===== src/rtl/gcd_ring_pkg.sv =====
package gcd_ring_pkg;
    parameter int unsigned OP_W  = 16;
    parameter int unsigned TAG_W = 3;

    typedef struct packed {
        logic [OP_W-1:0]  a;
        logic [OP_W-1:0]  b;
        logic [TAG_W-1:0] tag;
    } tok_t;

    typedef struct packed {
        logic valid;
        tok_t tok;
    } slot_t;
endpackage


===== src/rtl/gcd_ring_stage.sv =====
module gcd_ring_stage
    import gcd_ring_pkg::*;
#(
    parameter bit HALF = 1'b0
) (
    input  logic clk,
    input  logic rst_n,
    input  logic up_valid,
    input  tok_t up_tok,
    output logic up_ready,
    output logic dn_valid,
    output tok_t dn_tok,
    input  logic dn_ready
);
    slot_t s_d, s_q;

    generate
        if (HALF) begin : g_half
            assign up_ready = !s_q.valid;
        end else begin : g_full
            assign up_ready = !s_q.valid || dn_ready;
        end
    endgenerate

    always_comb begin
        s_d = s_q;
        if (s_q.valid && dn_ready) begin
            s_d.valid = 1'b0;
        end
        if (up_valid && up_ready) begin
            s_d.valid = 1'b1;
            s_d.tok   = up_tok;
        end
    end

    always_ff @(posedge clk) begin
        if (!rst_n) begin
            s_q <= '0;
        end else begin
            s_q <= s_d;
        end
    end

    assign dn_valid = s_q.valid;
    assign dn_tok   = s_q.tok;
endmodule


===== src/rtl/gcd_ring_step.sv =====
module gcd_ring_step
    import gcd_ring_pkg::*;
(
    input  tok_t cur,
    output logic done,
    output tok_t nxt
);
    logic [OP_W-1:0] diff_ab;
    logic [OP_W-1:0] diff_ba;
    logic            a_lt_b;

    always_comb begin
        diff_ab = cur.a - cur.b;
        diff_ba = cur.b - cur.a;
        a_lt_b  = cur.a < cur.b;
        done    = cur.a == cur.b;
        nxt.tag = cur.tag;
        nxt.a   = a_lt_b ? cur.a : diff_ab;
        nxt.b   = a_lt_b ? diff_ba : cur.b;
    end
endmodule


===== src/rtl/gcd_ring.sv =====
module gcd_ring
    import gcd_ring_pkg::*;
#(
    parameter int unsigned STAGES = 5,
    parameter int unsigned CAP    = 4
) (
    input  logic             clk,
    input  logic             rst_n,
    input  logic             in_valid,
    output logic             in_ready,
    input  logic [OP_W-1:0]  in_a,
    input  logic [OP_W-1:0]  in_b,
    input  logic [TAG_W-1:0] in_tag,
    output logic             out_valid,
    input  logic             out_ready,
    output logic [OP_W-1:0]  out_gcd,
    output logic [TAG_W-1:0] out_tag
);
    localparam int unsigned CNT_W = $clog2(CAP + 1);
    localparam int unsigned LAST  = STAGES - 1;

    typedef struct packed {
        logic [CNT_W-1:0] cnt;
    } ctl_t;

    logic        up_v [STAGES];
    logic        up_r [STAGES];
    logic        dn_v [STAGES];
    logic        dn_r [STAGES];
    tok_t        up_t [STAGES];
    tok_t        dn_t [STAGES];
    logic [STAGES-1:0] occ;

    ctl_t ctl_d, ctl_q;
    logic head_done;
    tok_t head_nxt;
    logic loop_v;
    logic room;
    logic in_fire;
    logic out_fire;
    tok_t ext_tok;

    generate
        for (genvar i = 0; i < STAGES; i++) begin : g_stage
            gcd_ring_stage #(.HALF(i == 0)) u_stage (
                .clk      (clk),
                .rst_n    (rst_n),
                .up_valid (up_v[i]),
                .up_tok   (up_t[i]),
                .up_ready (up_r[i]),
                .dn_valid (dn_v[i]),
                .dn_tok   (dn_t[i]),
                .dn_ready (dn_r[i])
            );
            assign occ[i] = dn_v[i];
            if (i > 0) begin : g_link
                assign up_v[i]   = dn_v[i-1];
                assign up_t[i]   = dn_t[i-1];
                assign dn_r[i-1] = up_r[i];
            end
        end
    endgenerate

    gcd_ring_step u_step (
        .cur  (dn_t[LAST]),
        .done (head_done),
        .nxt  (head_nxt)
    );

    always_comb begin
        ext_tok.a   = in_a;
        ext_tok.b   = in_b;
        ext_tok.tag = in_tag;
    end

    assign loop_v     = dn_v[LAST] && !head_done;
    assign out_valid  = dn_v[LAST] && head_done;
    assign out_gcd    = dn_t[LAST].a;
    assign out_tag    = dn_t[LAST].tag;
    assign dn_r[LAST] = head_done ? out_ready : up_r[0];

    assign room     = ctl_q.cnt < CNT_W'(CAP);
    assign in_ready = room && !loop_v && up_r[0];
    assign up_v[0]  = loop_v || (in_valid && room);
    assign up_t[0]  = loop_v ? head_nxt : ext_tok;

    assign in_fire  = in_valid && in_ready;
    assign out_fire = out_valid && out_ready;

    always_comb begin
        ctl_d     = ctl_q;
        ctl_d.cnt = ctl_q.cnt + CNT_W'(in_fire) - CNT_W'(out_fire);
    end

    always_ff @(posedge clk) begin
        if (!rst_n) begin
            ctl_q <= '0;
        end else begin
            ctl_q <= ctl_d;
        end
    end
endmodule


===== config.mk =====
export PLATFORM = sky130hd
export DESIGN_NAME = gcd_ring
export DESIGN_NICKNAME = d
export VERILOG_FILES = /design/src/rtl/gcd_ring_pkg.sv /design/src/rtl/gcd_ring_stage.sv /design/src/rtl/gcd_ring_step.sv /design/src/rtl/gcd_ring.sv
export SDC_FILE = /design/constraint.sdc
export NUM_CORES = 1
export LEC_CHECK = 0
export ABC_AREA = 1
export BUFFER_PORTS_ARGS = -buffer_cell sky130_fd_sc_hd__buf_4
export CELL_PAD_IN_SITES_DETAIL_PLACEMENT = 1
export CELL_PAD_IN_SITES_GLOBAL_PLACEMENT = 1
export CORE_MARGIN = 2
export CORE_UTILIZATION = 40
export DETAILED_ROUTE_END_ITERATION = 8
export PLACE_DENSITY = 0.79
export REMOVE_ABC_BUFFERS = 1
export SLEW_MARGIN = 20
export SYNTH_ARGS = -nofsm -noshare
export SYNTH_HDL_FRONTEND = slang
export SYNTH_SLANG_ARGS = --single-unit

===== constraint.sdc =====
create_clock -name clk -period 2.99 [get_ports clk]
set_clock_uncertainty 0.15 [all_clocks]
set_input_delay 0.299 -clock clk [delete_from_list [all_inputs] [get_ports clk]]
set_output_delay 0.299 -clock clk [all_outputs]
set_load 0.05 [all_outputs]

==> metrics <==
num rows between 50 and 60; most common cell in the synthesized netlist nand2_1; Final HPWL DP between 15000 and 20000 um; Overflow after GRT 0; H-tree Lvls 4; Synth async-reset ratio 0%; Hold Fails Final Rpt 0; post-DR vias/cell a little over 5; post-synth top area cell dfxtp_1; Critical R2R Launch g_stage[4].u_stage.dn_tok[28]; Sink Count between 150 and 200; final estimated routing congestion in global placement approximately 0.9; vias in the first global route about 9.6k; Pleak just under 5 nW; top cell type's share of synthesized area a little under 40%; required time of the worst setup path 3210 ps; number of enable flip-flop cells after synthesis 0; total track usage roughly 25%; antenna-violating nets left 0; Hold WC Path Type in2reg; number of max-cap violations 0; GR peak layer met2; fin crit period a little under 3000 ps; CP Max Fanout 2; # diodes 0; die area between 20000 and 25000 um2; TritonRoute pass-1 iters 5; met3 GRT Util roughly 3%; CTS tree yes; total core area ~23000 um2; Mapped Area 9340 um2; Synth Register Bits ~180; area of the multi-input gates about 4800 um2; Total Power between 0.007 and 0.008 W; Tightest Pin Transition slightly below 900 ps; layout cells sized above 1 about 16%; count of port buffers added during placement 59; fmax ~0.34 GHz; yosys warns 0; Skew-Pair Late Insertion Delay ~440 ps; met1 GRT Util roughly a third; crit path from g_stage[4].u_stage.dn_tok[28]; register area share after synthesis 39.2%; Synth area leaders dfxtp_1 39%, a21oi_1 11%, nand2_1 9.8%; global-route wire length before repair ~50000 um; Final Max Slew Viols 0; Mapped Cells roughly 1.3k; Die X approximately 160 um; Setup Viol. Count Final 0; Worst Setup Slack, final 43.5 ps; Worst Path Class, Setup reg2reg; DR vias between 9k and 10k; Ports 60; Routed WL 30000 um; worst slack, placed -58.4 ps; Hold Path Origin in_a[0]; Synth cell types 34; Max VDD drop ~0.26 mV; status completed; Final Cycle Share between 90% and 100%; Longest Clk Path Bufs 2; worst endpoint data arrival time 3170 ps; dominant synthesized flop cell dfxtp_1; initial drt markers around 410; largest net degree at the start of global routing 145; # DRC 0; Reg area 3670 um2; Worst setup EP type flop; Initial Util 41.0%; root buf cell clkbuf_16; CP startpoint kind flop; final net count 1494; setup TNS 0 ps; Fill cells roughly 2.9k; Pwr Density 635 nW/um2; Commonest cells post-synth 244 x nand2_1, 211 x a21oi_1, 183 x dfxtp_1, 145 x inv_1, 124 x nor2_1; Die Y-Extent 157 um; drt wl/cell about 17 um; clock-pin slew of the registers on the worst-case setup and hold paths around 80 ps; number of CTS-inserted buffers 17; Area growth syn-to-layout 21.3%; initial antenna violation count 0; Mean Syn Cell Area 6.96 um2; Slew Limit Headroom roughly two fifths; GR Layer Usage met2 between 40 and 50%
-- layout make-up --
type / instances / area share (%)
clock buffers: 17 / 3.75
clock inverters: 15 / 1.44
inverters: 150 / 5.01
multi-input cells: 912 / 42.3
flip-flops and latches: 183 / 32.4
well taps: 313 / 3.46
repair buffers: 155 / 11.6
-- worst paths after layout --
check / slack [ps] / depth (start not counted) / endpoint
worst max register to register: 40 / 15 / ctl_q[2]
worst max-delay path: 40 / 15 / ctl_q[2]
worst min register to register: 310 / 2 / g_stage[0].u_stage.dn_tok[2]
worst min-delay path: 3 / 3 / g_stage[0].u_stage.dn_tok[19]
-- metrics by stage --
step / utilization, % / cell area [um2] / cells / hold WS [ps]
2_1_floorplan: - / 8810 / 1245 / 242
3_3_place_gp: 45.0 / 10300 / 1686 / 291
3_5_place_dp: 45.0 / 10300 / 1686 / 299
4_1_cts: 49.5 / 11300 / 1744 / 0.283
5_1_grt: 49.7 / 11300 / 1745 / 14.5
6_report: 49.7 / 11300 / 1745 / 3.36
-- cells in the final DEF, fill, tap and decap left out, drive strengths merged --
cell type | synthesis | routed
a21oi | 212 | 212
and2 | 2 | 2
buf | 60 | 130
bufinv | 0 | 1
clkbuf | 38 | 17
clkinv | 0 | 7
dfxtp | 183 | 183
dlygate4sd3 | 0 | 25
fa | 3 | 3
ha | 33 | 33
inv | 150 | 157
nand2 | 255 | 255
nand3 | 122 | 122
nand3b | 2 | 2
nand4 | 7 | 7
nor2 | 128 | 128
nor3 | 3 | 3
o211ai | 8 | 8
o21a | 1 | 1
o21ai | 119 | 119
o21bai | 3 | 3
or2 | 1 | 1
xnor2 | 2 | 2
xor2 | 11 | 11
-- kinds of logic (layout without fill, tap and decap cells) --
logic type | Yosys count | in the layout | share of synthesized area (%)
compound gates | 343 | 343 | 18.7
xor+xnor | 13 | 13 | 1.22
fa+ha+maj | 36 | 36 | 5.06
buf+inv | 248 | 337 | 11.8
flops | 183 | 183 | 39.2
simple gates | 520 | 520 | 24.0
-- state kept, by name, summed over array words and instances (netlist names) --
signal / cells
g_stage.u_stage.dn_tok: 175
g_stage.u_stage.dn_valid: 5
ctl_q: 3
-- routing by layer --
layer | share of wire, % | routed length [um] | up-vias
met4 | 1.5 | 442 | 0
met3 | 2.4 | 726 | 32
met5 | 0 | 0 | -
met1 | 47 | 14100 | 4417
met2 | 49 | 14700 | 134
li1 | - | - | 4482
-- worst max-delay path, stage by stage, from the launching register on --
cell	delay, ps
dfxtp_2	330
inv_1	70
ha_4	270
nand2_2	70
nor2_4	150
nand2_4	80
nor2_4	140
nor2_2	60
nor3_2	160
nand2_1	80
ha_1	280
inv_1	40
ha_1	190
fa_2	340
or2_2	320
a21oi_2	130
-- power by group --
| group | total (W) | switching [W] | internal, W |
|---|---|---|---|
| registers | 0.00280 | 0.000122 | 0.00267 |
| clock network | 0.00230 | 0.00111 | 0.00119 |
| logic | 0.00210 | 0.00137 | 0.000736 |
-- repair_timing --
item | 4_1_cts | 5_1_grt
hold buffers | 25 | 0
pin swaps | 5 | 5
resized for setup | 27 | 16
endpoints found under the hold margin | 25 | 0
buffers inserted | 1 | 1
endpoints found under the setup margin | 3 | 29
Power figures use the tool's default switching activity.
